<file path="config.mk">
export PLATFORM = sky130hd
export DESIGN_NAME = fcmd_ctrl
export DESIGN_NICKNAME = d
export VERILOG_FILES = /design/src/rtl/fcmd_pkg.sv /design/src/rtl/fcmd_engine.sv /design/src/rtl/fcmd_status.sv /design/src/rtl/fcmd_decode.sv /design/src/rtl/fcmd_ctrl.sv
export SDC_FILE = /design/constraint.sdc
export NUM_CORES = 1
export LEC_CHECK = 0
export ABC_AREA = 1
export BUFFER_PORTS_ARGS = -buffer_cell sky130_fd_sc_hd__buf_2
export CAP_MARGIN = 20
export CELL_PAD_IN_SITES_DETAIL_PLACEMENT = 1
export CELL_PAD_IN_SITES_GLOBAL_PLACEMENT = 1
export CORE_ASPECT_RATIO = 1.25
export CORE_MARGIN = 4
export CORE_UTILIZATION = 37
export DETAILED_ROUTE_END_ITERATION = 8
export GPL_TIMING_DRIVEN = 0
export HOLD_SLACK_MARGIN = 0.1
export PLACE_DENSITY = 0.86
export SETUP_SLACK_MARGIN = 0.2
export SLEW_MARGIN = 20
export SYNTH_ARGS = -nofsm -noshare
export SYNTH_HDL_FRONTEND = slang
export SYNTH_SLANG_ARGS = --single-unit
export TNS_END_PERCENT = 30
</file>
<file path="constraint.sdc">
create_clock -name clk -period 1.9 [get_ports clk]
set_input_delay 0.095 -clock clk [delete_from_list [all_inputs] [get_ports clk]]
set_output_delay 0.095 -clock clk [all_outputs]
set_load 0.005 [all_outputs]
</file>
<file path="src/rtl/fcmd_pkg.sv">
package fcmd_pkg;

    typedef enum logic [1:0] {
        MODE_ARRAY  = 2'd0,
        MODE_STATUS = 2'd1,
        MODE_IDENT  = 2'd2,
        MODE_QUERY  = 2'd3
    } rd_mode_e;

    typedef enum logic [1:0] {
        SEQ_NONE  = 2'd0,
        SEQ_PROG  = 2'd1,
        SEQ_ERASE = 2'd2,
        SEQ_LOCK  = 2'd3
    } seq_e;

    typedef enum logic {
        OP_PROG  = 1'b0,
        OP_ERASE = 1'b1
    } op_e;

    typedef struct packed {
        op_e         op;
        logic [15:0] addr;
        logic [15:0] data;
    } eng_req_t;

    localparam logic [7:0] C_PROG_ALT  = 8'h10;
    localparam logic [7:0] C_ERASE_SU  = 8'h20;
    localparam logic [7:0] C_PROG      = 8'h40;
    localparam logic [7:0] C_CLR_STAT  = 8'h50;
    localparam logic [7:0] C_LOCK_SU   = 8'h60;
    localparam logic [7:0] C_RD_STAT   = 8'h70;
    localparam logic [7:0] C_RD_IDENT  = 8'h90;
    localparam logic [7:0] C_RD_QUERY  = 8'h98;
    localparam logic [7:0] C_SUSPEND   = 8'hB0;
    localparam logic [7:0] C_PROT_PROG = 8'hC0;
    localparam logic [7:0] C_CONFIRM   = 8'hD0;
    localparam logic [7:0] C_LOCK      = 8'h01;
    localparam logic [7:0] C_LOCK_DOWN = 8'h2F;
    localparam logic [7:0] C_RD_ARRAY  = 8'hFF;

    localparam logic [15:0] ARRAY_MASK = 16'h5A3C;

    function automatic logic [15:0] array_word(input logic [15:0] a);
        return a ^ ARRAY_MASK;
    endfunction

    function automatic logic [15:0] ident_word(input logic [15:0] a);
        case (a)
            16'h0000: return 16'h00A7;
            16'h0001: return 16'h44C1;
            default:  return 16'h0000;
        endcase
    endfunction

    function automatic logic [15:0] query_word(input logic [15:0] a);
        case (a)
            16'h0010: return 16'h0051;
            16'h0011: return 16'h0052;
            16'h0012: return 16'h0059;
            default:  return 16'h0000;
        endcase
    endfunction

    function automatic logic is_prog_setup(input logic [7:0] c);
        return (c == C_PROG) || (c == C_PROG_ALT) || (c == C_PROT_PROG);
    endfunction

    function automatic logic is_lock_second(input logic [7:0] c);
        return (c == C_CONFIRM) || (c == C_LOCK) || (c == C_LOCK_DOWN);
    endfunction

endpackage

</file>
<file path="src/rtl/fcmd_engine.sv">
module fcmd_engine
    import fcmd_pkg::*;
#(
    parameter int ENG_CYCLES = 8
) (
    input  logic     clk,
    input  logic     rst,
    input  logic     start,
    input  eng_req_t req,
    input  logic     suspend,
    input  logic     resume,
    output logic     busy,
    output logic     susp,
    output op_e      cur_op,
    output logic     fail_prog,
    output logic     fail_erase
);
    localparam int CNT_W = $clog2(ENG_CYCLES + 1);
    localparam logic [CNT_W-1:0] CNT_LOAD = CNT_W'(ENG_CYCLES);

    logic [CNT_W-1:0] cnt_q;
    eng_req_t         req_q;
    logic             busy_q;
    logic             susp_q;
    logic             tick;
    logic             finish;

    assign tick   = busy_q && !susp_q && !suspend;
    assign finish = tick && (cnt_q == CNT_W'(1));

    always_ff @(posedge clk) begin
        if (rst) begin
            busy_q <= 1'b0;
            susp_q <= 1'b0;
            cnt_q  <= '0;
            req_q  <= '0;
        end else if (start) begin
            busy_q <= 1'b1;
            susp_q <= 1'b0;
            cnt_q  <= CNT_LOAD;
            req_q  <= req;
        end else if (busy_q) begin
            if (suspend && !susp_q) begin
                susp_q <= 1'b1;
            end else if (resume && susp_q) begin
                susp_q <= 1'b0;
            end else if (finish) begin
                busy_q <= 1'b0;
                cnt_q  <= '0;
            end else if (tick) begin
                cnt_q  <= cnt_q - 1'b1;
            end
        end
    end

    assign busy       = busy_q;
    assign susp       = susp_q;
    assign cur_op     = req_q.op;
    assign fail_prog  = finish && (req_q.op == OP_PROG)  && (req_q.data == 16'h0000);
    assign fail_erase = finish && (req_q.op == OP_ERASE) && (req_q.addr == 16'h0000);

    AST_START_WHEN_IDLE: assert property (@(posedge clk) disable iff (rst)
        start |-> !busy_q) else $error("engine started while busy");

    AST_SUSPEND_FROZEN: assert property (@(posedge clk) disable iff (rst)
        (susp_q && !resume && !start) |=> $stable(cnt_q)) else $error("count moved while suspended");

endmodule

</file>
<file path="src/rtl/fcmd_status.sv">
module fcmd_status
    import fcmd_pkg::*;
(
    input  logic       clk,
    input  logic       rst,
    input  logic       set_prog_err,
    input  logic       set_erase_err,
    input  logic       clear,
    input  logic       busy,
    input  logic       susp,
    input  op_e        cur_op,
    output logic [7:0] status
);
    logic prog_err_q;
    logic erase_err_q;

    always_ff @(posedge clk) begin
        if (rst || clear) begin
            prog_err_q  <= 1'b0;
            erase_err_q <= 1'b0;
        end else begin
            prog_err_q  <= prog_err_q  | set_prog_err;
            erase_err_q <= erase_err_q | set_erase_err;
        end
    end

    assign status = {
        !busy || susp,
        susp && (cur_op == OP_ERASE),
        erase_err_q,
        prog_err_q,
        1'b0,
        susp && (cur_op == OP_PROG),
        2'b00
    };

    AST_PROG_ERR_STICKY: assert property (@(posedge clk) disable iff (rst)
        $fell(prog_err_q) |-> ($past(clear) || $past(rst))) else $error("SR4 fell without clear");

    AST_ERASE_ERR_STICKY: assert property (@(posedge clk) disable iff (rst)
        $fell(erase_err_q) |-> ($past(clear) || $past(rst))) else $error("SR5 fell without clear");

    AST_ONE_SUSPEND_BIT: assert property (@(posedge clk) disable iff (rst)
        $onehot0({status[6], status[2]})) else $error("both suspend bits set");

endmodule

</file>
<file path="src/rtl/fcmd_decode.sv">
module fcmd_decode
    import fcmd_pkg::*;
#(
    parameter int ADDR_W = 12
) (
    input  logic              clk,
    input  logic              rst,
    input  logic              wr_en,
    input  logic [ADDR_W-1:0] wr_addr,
    input  logic [15:0]       wr_data,
    input  logic              busy,
    input  logic              susp,
    output rd_mode_e          mode,
    output logic              eng_start,
    output eng_req_t          eng_req,
    output logic              eng_suspend,
    output logic              eng_resume,
    output logic              seq_err,
    output logic              sr_clear
);
    logic [7:0] cmd;
    seq_e       seq_q, seq_d;
    rd_mode_e   mode_q, mode_d;

    assign cmd = wr_data[7:0];

    always_comb begin
        seq_d         = seq_q;
        mode_d        = mode_q;
        eng_start     = 1'b0;
        eng_req.op    = OP_PROG;
        eng_req.addr  = 16'(wr_addr);
        eng_req.data  = wr_data;
        eng_suspend   = 1'b0;
        eng_resume    = 1'b0;
        seq_err       = 1'b0;
        sr_clear      = 1'b0;
        if (wr_en) begin
            if (seq_q != SEQ_NONE) begin
                seq_d = SEQ_NONE;
                case (seq_q)
                    SEQ_PROG: begin
                        eng_start = 1'b1;
                        mode_d    = MODE_STATUS;
                    end
                    SEQ_ERASE: begin
                        mode_d = MODE_STATUS;
                        if (cmd == C_CONFIRM) begin
                            eng_start  = 1'b1;
                            eng_req.op = OP_ERASE;
                        end else begin
                            seq_err = 1'b1;
                        end
                    end
                    default: begin
                        if (is_lock_second(cmd)) begin
                            mode_d = MODE_ARRAY;
                        end else begin
                            seq_err = 1'b1;
                            mode_d  = MODE_STATUS;
                        end
                    end
                endcase
            end else if (busy) begin
                if (cmd == C_RD_STAT) begin
                    mode_d = MODE_STATUS;
                end else if (cmd == C_SUSPEND && !susp) begin
                    eng_suspend = 1'b1;
                    mode_d      = MODE_STATUS;
                end else if (susp) begin
                    case (cmd)
                        C_CONFIRM: begin
                            eng_resume = 1'b1;
                            mode_d     = MODE_STATUS;
                        end
                        C_RD_IDENT: mode_d = MODE_IDENT;
                        C_RD_QUERY: mode_d = MODE_QUERY;
                        C_RD_ARRAY: mode_d = MODE_ARRAY;
                        default:    ;
                    endcase
                end
            end else begin
                if (is_prog_setup(cmd)) begin
                    seq_d = SEQ_PROG;
                end else begin
                    case (cmd)
                        C_ERASE_SU: seq_d    = SEQ_ERASE;
                        C_LOCK_SU:  seq_d    = SEQ_LOCK;
                        C_CLR_STAT: sr_clear = 1'b1;
                        C_RD_STAT:  mode_d   = MODE_STATUS;
                        C_RD_IDENT: mode_d   = MODE_IDENT;
                        C_RD_QUERY: mode_d   = MODE_QUERY;
                        C_RD_ARRAY: mode_d   = MODE_ARRAY;
                        default:    ;
                    endcase
                end
            end
        end
    end

    always_ff @(posedge clk) begin
        if (rst) begin
            seq_q  <= SEQ_NONE;
            mode_q <= MODE_ARRAY;
        end else begin
            seq_q  <= seq_d;
            mode_q <= mode_d;
        end
    end

    assign mode = mode_q;

    AST_AUTO_STATUS: assert property (@(posedge clk) disable iff (rst)
        eng_start |=> (mode_q == MODE_STATUS)) else $error("no status mode after start");

    AST_SEQ_ERR_STATUS: assert property (@(posedge clk) disable iff (rst)
        seq_err |=> (mode_q == MODE_STATUS && seq_q == SEQ_NONE)) else $error("sequence error left block armed");

    AST_NO_ARM_WHILE_BUSY: assert property (@(posedge clk) disable iff (rst)
        (busy && seq_q == SEQ_NONE) |=> (seq_q == SEQ_NONE)) else $error("sequence armed while busy");

endmodule

</file>
<file path="src/rtl/fcmd_ctrl.sv">
module fcmd_ctrl
    import fcmd_pkg::*;
#(
    parameter int ADDR_W     = 12,
    parameter int ENG_CYCLES = 8
) (
    input  logic              clk,
    input  logic              rst,
    input  logic              wr_en,
    input  logic [ADDR_W-1:0] wr_addr,
    input  logic [15:0]       wr_data,
    input  logic [ADDR_W-1:0] rd_addr,
    output logic [15:0]       rd_data
);
    rd_mode_e   mode;
    eng_req_t   eng_req;
    op_e        cur_op;
    logic       eng_start, eng_suspend, eng_resume;
    logic       seq_err, sr_clear;
    logic       busy, susp, fail_prog, fail_erase;
    logic [7:0] status;
    logic [15:0] rd_a;

    fcmd_decode #(.ADDR_W(ADDR_W)) u_decode (
        .clk         (clk),
        .rst         (rst),
        .wr_en       (wr_en),
        .wr_addr     (wr_addr),
        .wr_data     (wr_data),
        .busy        (busy),
        .susp        (susp),
        .mode        (mode),
        .eng_start   (eng_start),
        .eng_req     (eng_req),
        .eng_suspend (eng_suspend),
        .eng_resume  (eng_resume),
        .seq_err     (seq_err),
        .sr_clear    (sr_clear)
    );

    fcmd_engine #(.ENG_CYCLES(ENG_CYCLES)) u_engine (
        .clk        (clk),
        .rst        (rst),
        .start      (eng_start),
        .req        (eng_req),
        .suspend    (eng_suspend),
        .resume     (eng_resume),
        .busy       (busy),
        .susp       (susp),
        .cur_op     (cur_op),
        .fail_prog  (fail_prog),
        .fail_erase (fail_erase)
    );

    fcmd_status u_status (
        .clk           (clk),
        .rst           (rst),
        .set_prog_err  (fail_prog  || seq_err),
        .set_erase_err (fail_erase || seq_err),
        .clear         (sr_clear),
        .busy          (busy),
        .susp          (susp),
        .cur_op        (cur_op),
        .status        (status)
    );

    assign rd_a = 16'(rd_addr);

    always_comb begin
        case (mode)
            MODE_STATUS: rd_data = {8'h00, status};
            MODE_IDENT:  rd_data = ident_word(rd_a);
            MODE_QUERY:  rd_data = query_word(rd_a);
            default:     rd_data = array_word(rd_a);
        endcase
    end

    AST_READY_AFTER_RESET: assert property (@(posedge clk)
        $past(rst) |-> (status == 8'h80 && mode == MODE_ARRAY)) else $error("reset state wrong");

endmodule

</file>
After elaboration in Yosys (flattened, before gate mapping)
Cells that the tools add are included.
- output and inout bits: 16
- logic and storage cells: 146
- input port bits: 43
- register bits: 41
- muxes and demuxes: 58
- $add $sub $neg: 1
- bitwise gates (word level): 6
- equality and inequality tests: 29
- reduce and logical (&&, ||, !) cells: 41
- operators by type and width (operator ; number):
    8-bit equality test (second input constant) ; 6
    16-bit logical NOT ; 3
    15-bit one-hot mux with 3 select lines ; 1
    12-bit by 5-bit equality test with 1-bit output (second input constant) ; 3
    1-bit 2-to-1 mux ; 34
    8-bit by 7-bit equality test with 1-bit output (second input constant) ; 4
    15-bit one-hot mux with 2 select lines ; 1
    4-bit 2-to-1 mux ; 6
    7-bit one-hot mux with 3 select lines ; 1
    2-bit 2-to-1 mux ; 10
    8-bit by 6-bit equality test with 1-bit output (second input constant) ; 2
    2-bit one-hot mux with 4 select lines ; 2
    12-bit by 1-bit equality test with 1-bit output (second input constant) ; 1
    1-bit logical AND ; 12
    8-bit by 1-bit equality test with 1-bit output (second input constant) ; 1
    8-bit by 5-bit equality test with 1-bit output (second input constant) ; 1
    1-bit logical OR ; 8
    6-bit NOT with 8-bit output ; 1
    4-bit AND reduction ; 2
    2-bit nonzero test ; 4
    7-bit nonzero test ; 1
    2-bit equality test (second input constant) ; 3
    2-bit inequality test (second input constant) ; 3
    6-bit nonzero test ; 1
    16 further kinds ; 24

Logic depth before layout (Yosys ltp)
Gate-level depths: netlist (run 1).
- depth after elaboration: 15
- depth in mapped cells: 12
- depth with buffers taken out: 12

Cells and area by module
Synthesis (run 1) repeated with hierarchy kept, for this count alone.
- cell total of the unflattened synthesis: 461
- area, all modules: 2930.3 um^2
- modules (own cells, without submodules) (module ; times used ; sequential area each (um^2) ; area each (um^2) ; cells each):
    fcmd_engine ; 1 ; 780.7 ; 1569.0 ; 216
    fcmd_decode ; 1 ; 80.1 ; 842.1 ; 143
    fcmd_ctrl ; 1 ; 0.0 ; 392.9 ; 82
    fcmd_status ; 1 ; 40.0 ; 126.4 ; 20

Worst setup path after synthesis (run 1)
No wires, ideal clock.
- path type: register to register
- start point: reg u_decode.seq_q[0]
- end point: reg u_engine.req_q[0] (netlist name)
- arrival: 1435 ps
- setup time: 119 ps
- required time: 1781 ps
- path slack: 345 ps
- cell stages (with the launch flop): 10
- buffers on the path: 1
- clock period less this slack: 1555 ps
- cell sequence: dfxtp_1 -> inv_1 -> ha_1 -> inv_1 -> nand2_1 -> nor2_1 -> nand2_4 -> buf_6 -> o21ai_0 -> a21oi_1
- word-level cells in the longest chain between the ends: 4
- elaborated cells between the ends (all ways): 6
- classes of those cells: 2 x eq/ne; 3 x mux; 1 x reduce/logical
- RTL lines (item ; RTL line ; source):
    from (decl) ; fcmd_decode.sv:22 ; seq_e seq_q, seq_d;
    from (signal assigned) ; fcmd_decode.sv:106 ; seq_q <= seq_d;
    2-bit equality test or 2-bit by 1-bit equality test with 1-bit output (tied branches) ; fcmd_decode.sv:41 ; case (seq_q)
    1-bit one-hot mux with 2 select lines ; fcmd_decode.sv:41 ;
    1-bit 2-to-1 mux * ; fcmd_decode.sv:39 ; if (seq_q != SEQ_NONE) begin
    1-bit 2-to-1 mux * ; fcmd_decode.sv:38 ; if (wr_en) begin
    to (signal assigned) ; fcmd_engine.sv:41 ; req_q <= req;
    to (decl) ; fcmd_engine.sv:22 ; eng_req_t req_q;
Mark *: on every way between the ends. The rest lies on a longest branch, timed or not.
A chain may end at the register's enable or synchronous reset.

Worst setup path in the final report (run 1)
- start point: reg u_decode.mode_q[0] (netlist: u_decode.mode[0])
- end point: out rd_data[6]
- word-level cells in the longest chain between the ends: 2
- elaborated cells between the ends (all ways): 4
- classes of those cells: 3 x eq/ne; 1 x mux
- RTL lines (item ; RTL line ; source):
    from (decl) ; fcmd_decode.sv:23 ; rd_mode_e mode_q, mode_d;
    from (signal assigned) ; fcmd_decode.sv:107 ; mode_q <= mode_d;
    2-bit equality test or 2-bit by 1-bit equality test with 1-bit output (tied branches) ; fcmd_ctrl.sv:70 ; case (mode)
    15-bit one-hot mux with 3 select lines * ; fcmd_ctrl.sv:70 ;
    to (decl) ; fcmd_ctrl.sv:13 ; output logic [15:0] rd_data
Marked as above.

==> summary.md, run 1 <==
| Metric | Value |
|---|---|
| Netlist cell types | `33` |
| Yosys reg bits | `41` |
| Gpl congestion | `0.835` |
| Worst r2r dst | `u_engine.req_q[24]$_SDFFE_PP0P_` |
| Gr ovfl total | `0` |
| Fin crit share | `0.884` |
| Rel. slew slack | `0.650` |
| Clock Sinks | `41` |
| Root Buffer | `clkbuf_8` |
| Sequential share of the synthesized area | `0.345` |
| Final ANT Viol Nets | `0` |
| Fin. max-slew vios | `0` |
| R2R depth | `9` |
| Hold path cells | `3` |
| YS warnings | `0` |
| Critical path class | `register to output pin` |
| Max Buffers Root-to-Sink | `2` |
| Design Area, Final | `3180 µm²` |
| Share of the synthesized area in the top cell type | `0.345` |
| Top cells by area, synth | `dfxtp_1 35%, nor2_1 12%, nand2_1 9.0%, inv_1 6.6%, o21ai_0 6.3%` |
| Pwr Total | `1.81 mW` |
| Die ar. | `7780 µm²` |
| Largest net degree at the start of global routing | `13` |
| Wire length per cell | `13.8 µm` |
| Vias in the first global route | `2,793` |
| Hold path endpoint | `u_engine.req_q[11]$_SDFFE_PP0P_` |
| Core Rows | `32` |
| Die X | `79.7 µm` |
| FFs w/ async S/R, synth | `0` |
| Worst skew pair latency | `0.29 ns` |
| Synth Flop Type | `dfxtp_1` |
| Hold path startpoint | `wr_data[11]` |
| Worst Path Required | `1.80 ns` |
| Drt first pass iters | `4` |
| Synth Instances | `358` |
| Initial antenna violation count | `0` |
| Starting Density | `0.383` |
| Pleak | `1.45 nW` |
| PortBufs | `56` |
| Vias per Instance | `4.95` |
| Fin. Hold Viols | `0` |
| Worst-path maximum fanout | `4` |
| Number of flops mapped to enable cells by yosys | `0` |
| HP Class | `input port to register` |
| CTS H-Tree Depth | `2` |
| Worst EP arrival | `1.59 ns` |
| Syn_area_per_cell | `6.64 µm²` |
| Post-layout nets | `491` |
| Drc violations | `0` |
| Setup TNS | `0 ns` |
| GRT Total Usage | `0.194` |
| Worst Setup End Kind | `output pin` |
| Post-DP HPWL | `5.52 mm` |
| End-of-flow core utilization | `0.513` |
| Maximum vdd ir drop | `588 µV` |
| Starting DRT DRC Count | `63` |
| IO Count | `59` |
| Worst setup SP type | `register` |
| Most frequent cells after synthesis | `74 x nor2_1, 57 x nand2_1, 42 x inv_1` |
| DRT Wirelength | `7.32 mm` |
| Layout cells sized above 1 | `0.252` |
| Status | `finished clean` |
| Setup violators final | `0` |
| CTS tree | `built` |
| First-pass GRT wire length | `12.2 mm` |
| Num CTS Buffers | `5` |
| RSZ-0062 raised after global routing | `yes` |
| DP Area | `2770 µm²` |
| Worst path cell trace | `inv_1 -> nor4_4 -> nand2_2 -> nand2_1 -> nor2_1 -> a21oi_1 -> buf_2` |
| Ant diodes | `0` |
| Max Clock Freq | `0.595 GHz` |
| Skew final | `0.00725 ns` |
| Crit-path max cell delay | `0.38 ns` |
| Vias post-DR | `2,621` |
| Pwr dens | `570 nW/µm²` |
| Area leader, netlist | `dfxtp_1` |
| Reg2reg setup slack | `0.29 ns` |
| RR Startpoint | `u_decode.seq_q[0]$_SDFFE_PP0P_` |
| Crit path max-delay cell type | `dfxtp_2` |
| Core area | `6210 µm²` |
| Max Cap Violations | `0` |
| Count leader, synth | `nor2_1` |
| CTS clk-pin slew, worst paths | `0.08 ns` |
| Mapped Area | `2380 µm²` |
| Die height | `97.6 µm` |
| Min Tclk post-route | `1.68 ns` |
| Worst Setup Slack, final | `0.220 ns` |
| Layout area overhead | `33.7%` |
| Tightest Pin Transition | `0.520 ns` |
| Dpl ws | `0.0460 ns` |
## flip-flops by register name (all words and copies together) (netlist names)
| register | count |
|---|---|
| u_decode.mode | 2 |
| u_decode.seq_q | 2 |
| u_engine.busy | 1 |
| u_engine.cnt_q | 4 |
| u_engine.cur_op | 1 |
| u_engine.req_q | 28 |
| u_engine.susp | 1 |
| u_status.erase_err_q | 1 |
| u_status.prog_err_q | 1 |
## worst max path at each step
stage | to | depth (start not counted) | from | slack (ns)
floorplan | u_engine.req_q[0]$_SDFFE_PP0P_ | 9 | u_decode.seq_q[0]$_SDFFE_PP0P_ | 0.35
global placement | u_engine.req_q[10]$_SDFFE_PP0P_ | 9 | u_decode.seq_q[0]$_SDFFE_PP0P_ | 0.11
detailed placement | u_engine.req_q[10]$_SDFFE_PP0P_ | 9 | u_decode.seq_q[0]$_SDFFE_PP0P_ | 0.05
CTS | rd_data[6] | 7 | u_decode.mode[1]$_SDFFE_PP0P_ | 0.18
global route | rd_data[6] | 7 | u_decode.mode[0]$_SDFFE_PP0P_ | 0.09
finish | rd_data[6] | 7 | u_decode.mode[0]$_SDFFE_PP0P_ | 0.22
## area by class of cell
cell class,count,area (µm²)
well taps,85,106
flip-flops and latches,41,827
fillers,820,3030
multi-input cells,259,1350
plain buffers,11,105
inverters,48,188
repair buffers,77,489
clock buffers,7,86.3
clock inverters,1,30.0
## per-stage QoR
step	std cells	hold WS [ns]
2_1_floorplan	359	0.164
3_3_place_gp	500	0.319
3_5_place_dp	500	0.324
4_1_cts	528	0.103
5_1_grt	529	0.101
6_report	529	0.105
## layer usage
| layer | wire length [µm] | up-vias | track usage |
|---|---|---|---|
| met1 | 2920 | 1232 | 0.205 |
| met3 | 308 | 10 | 0.0390 |
| met2 | 4000 | 56 | 0.376 |
| met4 | 95 | 0 | 0.0489 |
| met5 | 0 | - | 0 |
| li1 | - | 1323 | - |
## cell usage in the layout, fill, tap and decap left out, drive strengths merged, types with 2 or more instances in the layout
master | Yosys | layout
nor3 | 6 | 6
nor2 | 79 | 79
buf | 7 | 65
ha | 5 | 5
nand3 | 22 | 22
o2111ai | 2 | 2
inv | 47 | 47
o21ai | 31 | 31
o22ai | 2 | 2
a21oi | 22 | 22
conb | 1 | 2
dfxtp | 41 | 41
nand4 | 7 | 7
o211ai | 3 | 3
clkbuf | 4 | 11
nand2 | 67 | 67
nor4 | 6 | 6
o31ai | 2 | 2
dlygate4sd3 | 0 | 19
## worst max-delay path, delay by kind of cell, from the launching register on
| kind | cells | cell delay (ns) |
|---|---|---|
| AND/OR/NAND/NOR | 4 | 0.59 |
| flip-flops | 1 | 0.38 |
| buffers and inverters | 2 | 0.22 |
| AO/OA/AOI/OAI | 1 | 0.10 |
## report_power, final
part	leakage (nW)	internal [mW]	switching, mW
Clock	0.0585	0.429	0.301
Combinational	1.06	0.103	0.121
Sequential	0.332	0.859	0.00124
Total	1.45	1.39	0.424
## what timing repair did
item,4_1_cts,5_1_grt
hold buffers,19,0
setup endpoints to repair,47,25
pin swaps,3,3
endpoints found under the hold margin,20,0
buffers inserted,1,1
gates resized for setup,15,11
## kinds of logic (layout without fill, tap and decap cells)
| group | after synthesis | count (layout) | share of synthesized area |
|---|---|---|---|
| buffers and inverters | 59 | 144 | 0.122 |
| AO/OA/AOI/OAI | 63 | 63 | 0.145 |
| XOR/XNOR | 1 | 1 | 0.00368 |
| AND/OR/NAND/NOR | 188 | 188 | 0.357 |
| flip-flops | 41 | 41 | 0.345 |
| other | 1 | 2 | 0.00158 |
| adder cells (fa/ha/maj) | 5 | 5 | 0.0263 |
Power figures use the tool's default switching activity.
==> inputs of run 2 (changes only) <==
--- a/config.mk
+++ b/config.mk
@@ -16,7 +16,7 @@
 export DETAILED_ROUTE_END_ITERATION = 8
 export GPL_TIMING_DRIVEN = 0
 export HOLD_SLACK_MARGIN = 0.1
-export PLACE_DENSITY = 0.86
+export PLACE_DENSITY_LB_ADDON = 0.1
 export SETUP_SLACK_MARGIN = 0.2
 export SLEW_MARGIN = 20
 export SYNTH_ARGS = -nofsm -noshare
==> run 2 against run 1 <==
Total power decreased by 9.1%. Combinational power hardly changed. Register-to-register slack better by 0.03 ns. Global-route usage fell by 0.34 points. Via count down 2.9%. Clock power down 23%. Critical path depth shrank 1. Sequential power is essentially flat.
==> summary.md, run 2 (synthesis results as in run 1) <==
| Metric | Value |
|---|---|
| Crit-path max cell delay | `0.37 ns` |
| Root Buffer | `clkbuf_8` |
| Die X | `79.7 µm` |
| Worst Setup End Kind | `output pin` |
| Die height | `97.6 µm` |
| Fin. max-slew vios | `0` |
| Status | `finished clean` |
| Setup violators final | `0` |
| Crit path max-delay cell type | `dfxtp_2` |
| Max Clock Freq | `0.597 GHz` |
| Worst path cell trace | `inv_1 -> nor4_4 -> nand2_2 -> buf_4 -> o22ai_1 -> buf_2` |
| Worst setup SP type | `register` |
| Top flop regs | `u_engine.req_q x28, u_engine.cnt_q x4` |
| Initial antenna violation count | `0` |
| Starting DRT DRC Count | `82` |
| Ant diodes | `0` |
| IO Count | `59` |
| CTS tree | `built` |
| Max Cap Violations | `0` |
| Worst Path Required | `1.80 ns` |
| Starting Density | `0.383` |
| End-of-flow core utilization | `0.507` |
| CTS clk-pin slew, worst paths | `0.08 ns` |
| PortBufs | `56` |
| RSZ-0062 raised after global routing | `yes` |
| Layout cells sized above 1 | `0.249` |
| Biggest register | `u_engine.req_q` |
| Rel. slew slack | `0.653` |
| Gpl congestion | `0.859` |
| Pwr dens | `525 nW/µm²` |
| HP Class | `input port to register` |
| Pwr Total | `1.65 mW` |
| R2R depth | `9` |
| Layout area overhead | `32.2%` |
| FILL cells | `821` |
| Worst-path maximum fanout | `4` |
| Worst EP arrival | `1.58 ns` |
| Fin. Hold Viols | `0` |
| Fin crit share | `0.881` |
| Post-layout nets | `492` |
| Vias per Instance | `4.80` |
| DP Area | `2770 µm²` |
| Gr ovfl total | `0` |
| Tightest Pin Transition | `0.516 ns` |
| DRT Wirelength | `6.92 mm` |
| Vias in the first global route | `2,660` |
| CTS H-Tree Depth | `2` |
| Maximum vdd ir drop | `361 µV` |
| Critical path class | `register to output pin` |
| First-pass GRT wire length | `12.1 mm` |
| Pleak | `1.43 nW` |
| Final ANT Viol Nets | `0` |
| Vias post-DR | `2,545` |
| Hold path cells | `3` |
| Worst skew pair latency | `0.29 ns` |
| Most common cell after layout, fill and taps aside | `nor2_1` |
| Max Buffers Root-to-Sink | `2` |
| Largest net degree at the start of global routing | `14` |
| Setup TNS | `0 ns` |
| Clock Sinks | `41` |
| Core Rows | `32` |
| Min Tclk post-route | `1.67 ns` |
| Skew final | `0.00475 ns` |
| Num CTS Buffers | `5` |
| Drt first pass iters | `4` |
| GRT Total Usage | `0.190` |
| Design Area, Final | `3140 µm²` |
| Max reg flops | `28` |
| Post-DP HPWL | `5.43 mm` |
| Die ar. | `7780 µm²` |
| Drc violations | `0` |
| Wire length per cell | `13.1 µm` |
| Core area | `6210 µm²` |
| Most frequent cells in the layout | `70 x nor2_1, 56 x buf_2, 54 x nand2_1` |
[run 2: changes by cell type in the layout (fill, tap and decap cells not counted), moves of 2 or more]
cell,before,now
o21ai_0,29,25
nor2_1,72,70
dlygate4sd3_1,19,21
clkinvlp_4,0,2
o21ai_1,1,6
nor2_2,3,5
[run 2: stage by stage]
step	std cells	hold slack (ns)	setup WS, ns
finish	530	0.111	0.225
global route	530	0.122	0.136
CTS	529	0.102	0.130
detailed placement	500	0.316	0.0718
global placement	500	0.320	0.0897
floorplan	359	0.164	0.345
[run 2: final timing paths]
| kind | startpoint | endpoint | slack [ns] |
|---|---|---|---|
| worst max-delay path | u_decode.mode[0]$_SDFFE_PP0P_ | rd_data[3] | 0.23 |
| worst min register to register | u_engine.req_q[11]$_SDFFE_PP0P_ | u_engine.req_q[11]$_SDFFE_PP0P_ | 0.46 |
| worst min-delay path | wr_data[4] | u_engine.req_q[4]$_SDFFE_PP0P_ | 0.11 |
| worst max register to register | u_decode.seq_q[0]$_SDFFE_PP0P_ | u_engine.req_q[23]$_SDFFE_PP0P_ | 0.32 |
[run 2: per-layer routing]
metal  track usage  routed length (µm)
met1         0.221                3010
met2         0.352                3580
met3        0.0260                 233
met4        0.0542                  97
met5             0                   0
[run 2: critical path: cells and delay by family (launching register included)]
family | cells | cell delay [ns]
AO/OA/AOI/OAI | 1 | 0.09
buffers and inverters | 3 | 0.40
flip-flops | 1 | 0.37
AND/OR/NAND/NOR | 2 | 0.43
[run 2: cell type report]
| type | instances | area, µm² | share of cell area |
|---|---|---|---|
| buffer | 11 | 105 | 0.0334 |
| clock buffer | 6 | 72.6 | 0.0231 |
| clock inverter | 2 | 15.0 | 0.00478 |
| inverter | 48 | 185 | 0.0589 |
| multi-input combinational | 259 | 1340 | 0.425 |
| sequential | 41 | 825 | 0.262 |
| tap | 85 | 106 | 0.0338 |
| timing repair buffer | 78 | 498 | 0.158 |
[run 2: timing repair]
item,4_1_cts,5_1_grt
setup buffers,0,1
resized for setup,6,20
hold buffers,21,0
endpoints found under the hold margin,22,0
setup endpoints to repair,43,48
pin swaps,1,2
[run 2: power breakdown]
part | leakage (nW) | internal [mW] | total (mW) | switching, mW
logic | 1.06 | 0.106 | 0.226 | 0.120
registers | 0.332 | 0.860 | 0.861 | 0.00114
clock network | 0.0374 | 0.259 | 0.563 | 0.304
==> inputs of run 3 (changes only) <==
--- a/config.mk
+++ b/config.mk
@@ -5,14 +5,13 @@
 export SDC_FILE = /design/constraint.sdc
 export NUM_CORES = 1
 export LEC_CHECK = 0
-export ABC_AREA = 1
 export BUFFER_PORTS_ARGS = -buffer_cell sky130_fd_sc_hd__buf_2
 export CAP_MARGIN = 20
 export CELL_PAD_IN_SITES_DETAIL_PLACEMENT = 1
 export CELL_PAD_IN_SITES_GLOBAL_PLACEMENT = 1
 export CORE_ASPECT_RATIO = 1.25
 export CORE_MARGIN = 4
-export CORE_UTILIZATION = 37
+export CORE_UTILIZATION = 39
 export DETAILED_ROUTE_END_ITERATION = 8
 export GPL_TIMING_DRIVEN = 0
 export HOLD_SLACK_MARGIN = 0.1
==> run 3 against run 2 <==
Utilization is 7.7 points higher. Via count is 1.4% lower. Sequential power about the same. Critical endpoint is now u_engine.req_q[4]$_SDFFE_PP0P_. Largest cell class unchanged.
==> summary.md, run 3 <==
| Metric | Value |
|---|---|
| RSZ-0062 raised after global routing | `yes` |
| Worst Path Required | `2.07 ns` |
| Fin. Hold Viols | `0` |
| Layout area overhead | `44.5%` |
| Die ar. | `7340 µm²` |
| Drt first pass iters | `4` |
| Post-layout nets | `427` |
| Final ANT Viol Nets | `0` |
| Min Tclk post-route | `1.77 ns` |
| Worst skew pair latency | `0.30 ns` |
| HP Class | `input port to register` |
| Most frequent cells after synthesis | `46 x nor2_1, 41 x dfxtp_1, 32 x mux2i_1` |
| Most frequent cells in the layout | `57 x buf_2, 44 x nor2_1, 36 x dfxtp_1` |
| Worst Setup End Kind | `register` |
| Vias in the first global route | `2,661` |
| Starting DRT DRC Count | `142` |
| Rel. slew slack | `0.582` |
| Core Rows | `31` |
| FFs w/ async S/R, synth | `0` |
| Vias per Instance | `5.63` |
| Top cells by area, synth | `dfxtp_1 35%, mux2i_1 14%, nor2_1 7.3%, nand2_1 3.0%, ha_1 2.7%` |
| CP dominant cell by count | `buf_12` |
| Register area | `830 µm²` |
| Syn_area_per_cell | `8.43 µm²` |
| Number of flops mapped to enable cells by yosys | `0` |
| CTS tree | `built` |
| YS warnings | `0` |
| Sequential power share | `0.470` |
| Post-DP HPWL | `5.29 mm` |
| Setup TNS | `0 ns` |
| Worst EP arrival | `1.94 ns` |
| Largest net degree at the start of global routing | `15` |
| Critical path class | `register to register` |
| Setup violators final | `0` |
| First-pass GRT wire length | `12.9 mm` |
| Max Clock Freq | `0.564 GHz` |
| Worst-path maximum fanout | `8` |
| Clock Power Share | `0.399` |
| Multi-input gate area | `1480 µm²` |
| Die X | `77.4 µm` |
| Max Buffers Root-to-Sink | `2` |
| Tightest Pin Transition | `0.622 ns` |
| Gpl congestion | `0.819` |
| Pwr dens | `539 nW/µm²` |
| Fin crit share | `0.933` |
| Max reg flops | `28` |
| CTS clk-pin slew, worst paths | `0.08 ns` |
| Skew final | `0.00378 ns` |
| Most common cell after layout, fill and taps aside | `buf_2` |
| Area leader, netlist | `dfxtp_1` |
| Fin. max-slew vios | `0` |
| FILL cells | `695` |
| Mapped Area | `2350 µm²` |
| Wire length per cell | `18.7 µm` |
| Ant diodes | `0` |
| Gr ovfl total | `0` |
| Drc violations | `0` |
| IO Count | `59` |
| Share of the synthesized area in the top cell type | `0.349` |
| Synth Instances | `279` |
| Worst path cell trace | `inv_2 -> ha_4 -> and3b_1 -> nor2b_4 -> buf_12 -> buf_12 -> mux2i_1 -> nor2_1` |
| Root Buffer | `clkbuf_8` |
| PortBufs | `55` |
| Synth Flop Type | `dfxtp_1` |
| Num CTS Buffers | `5` |
| DRT Wirelength | `8.34 mm` |
| Crit-path max cell delay | `0.36 ns` |
| CP Buf/Inv Count | `3` |
| Core area | `5820 µm²` |
| Die height | `94.8 µm` |
| Worst setup SP type | `register` |
| Initial antenna violation count | `0` |
| CP delay by family, top | `simple AND/OR/NAND/NOR gates` |
| P_sw | `458 µW` |
| Clock Sinks | `41` |
| Pint | `1.37 mW` |
| Status | `finished clean` |
| Layout cells sized above 1 | `0.334` |
| Yosys reg bits | `41` |
| Netlist cell types | `52` |
| Final hold slack | `0.116 ns` |
| Gate power share | `0.132` |
| GRT Total Usage | `0.222` |
| Sequential share of the synthesized area | `0.349` |
| Vias post-DR | `2,509` |
| Maximum vdd ir drop | `467 µV` |
| Top flop regs | `u_engine.req_q x28, u_engine.cnt_q x4` |
| Biggest register | `u_engine.req_q` |
| Sw frac | `0.250` |
| Starting Density | `0.404` |
| CTS H-Tree Depth | `2` |
| Crit path max-delay cell type | `dfxtp_2` |
| Max Cap Violations | `0` |
| Count leader, synth | `nor2_1` |
| Pleak | `1.31 nW` |
run 3: changes by cell type in the layout (fill, tap and decap cells not counted), sizes merged, moves of 19 or more:
cell   delta
nor2     -33
nand2    -48
inv      -40
nand3    -19
mux2i    +32
o21ai    -19
run 3: cell families (layout without fill, tap and decap cells):
kind of cell,after synthesis,count (layout),share of synthesized area
simple gates,121,121,0.270
buf+inv,26,126,0.0708
compound gates,52,52,0.142
mux,32,32,0.136
other cells,1,2,0.00160
flops,41,41,0.349
xor+xnor,1,1,0.00373
fa+ha+maj,5,5,0.0266
run 3: worst reg2reg max path, delay by kind of cell (launching register included):
| family | cells | cell delay, ns |
|---|---|---|
| simple gates | 3 | 0.43 |
| flops | 1 | 0.36 |
| buf+inv | 3 | 0.36 |
| fa+ha+maj | 1 | 0.27 |
| mux | 1 | 0.24 |
run 3: power by group through the flow:
| stage | sequential (mW) | clock [mW] | combinational, mW |
|---|---|---|---|
| detailed placement | 0.881 | 0 | 0.190 |
| floorplan | 0.881 | 0 | 0.0914 |
| global route | 0.859 | 0.778 | 0.263 |
| global placement | 0.881 | 0 | 0.187 |
| finish | 0.859 | 0.729 | 0.241 |
| CTS | 0.859 | 0.740 | 0.230 |
run 3: what timing repair did:
| item | in CTS | in global routing |
|---|---|---|
| cloned | 1 | 2 |
| resized for setup | 34 | 15 |
| hold buffers | 20 | 1 |
| endpoints found under the setup margin | 49 | 47 |
| endpoints found under the hold margin | 20 | 1 |
| buffers inserted | 9 | 4 |
| pin swaps | 5 | 4 |
run 3: final cells by class:
type / instances / area share
repair buffers: 92 / 0.196
inverters: 6 / 0.00663
clock buffers: 5 / 0.0203
multi-input cells: 213 / 0.435
clock inverters: 3 / 0.0129
plain buffers: 20 / 0.0608
well taps: 66 / 0.0243
flip-flops and latches: 41 / 0.244
run 3: per-layer routing:
layer / GRT usage / part of all wire / wire (µm) / up-vias
li1: - / - / - / 1199
met1: 0.235 / 0.38 / 3180 / 1216
met2: 0.444 / 0.56 / 4640 / 77
met3: 0.0344 / 0.042 / 347 / 17
met4: 0.0697 / 0.020 / 164 / 0
met5: 0 / 0 / 0 / -
run 3: through the flow:
stage | worst slack [ns] | instance area [µm²] | util | total power, mW | std cells
finish | 0.128 | 3400 | 0.584 | 1.83 | 446
global placement | -0.231 | 2720 | 0.468 | 1.07 | 401
floorplan | 0.168 | 2360 | - | 0.972 | 280
global route | -0.0121 | 3400 | 0.584 | 1.90 | 446
CTS | 0.121 | 3250 | 0.558 | 1.83 | 439
detailed placement | -0.272 | 2720 | 0.468 | 1.07 | 401
run 3: path summary, 6_finish.rpt:
check	startpoint	to	slack, ns	cells past startpoint
max reg2reg	u_decode.seq_q[0]$_SDFFE_PP0P_	u_engine.req_q[4]$_SDFFE_PP0P_	0.13	8
min reg2reg	u_status.prog_err_q$_SDFF_PP0_	u_status.prog_err_q$_SDFF_PP0_	0.49	1
max	u_decode.seq_q[0]$_SDFFE_PP0P_	u_engine.req_q[4]$_SDFFE_PP0P_	0.13	8
min	wr_data[3]	u_engine.req_q[3]$_SDFFE_PP0P_	0.12	3
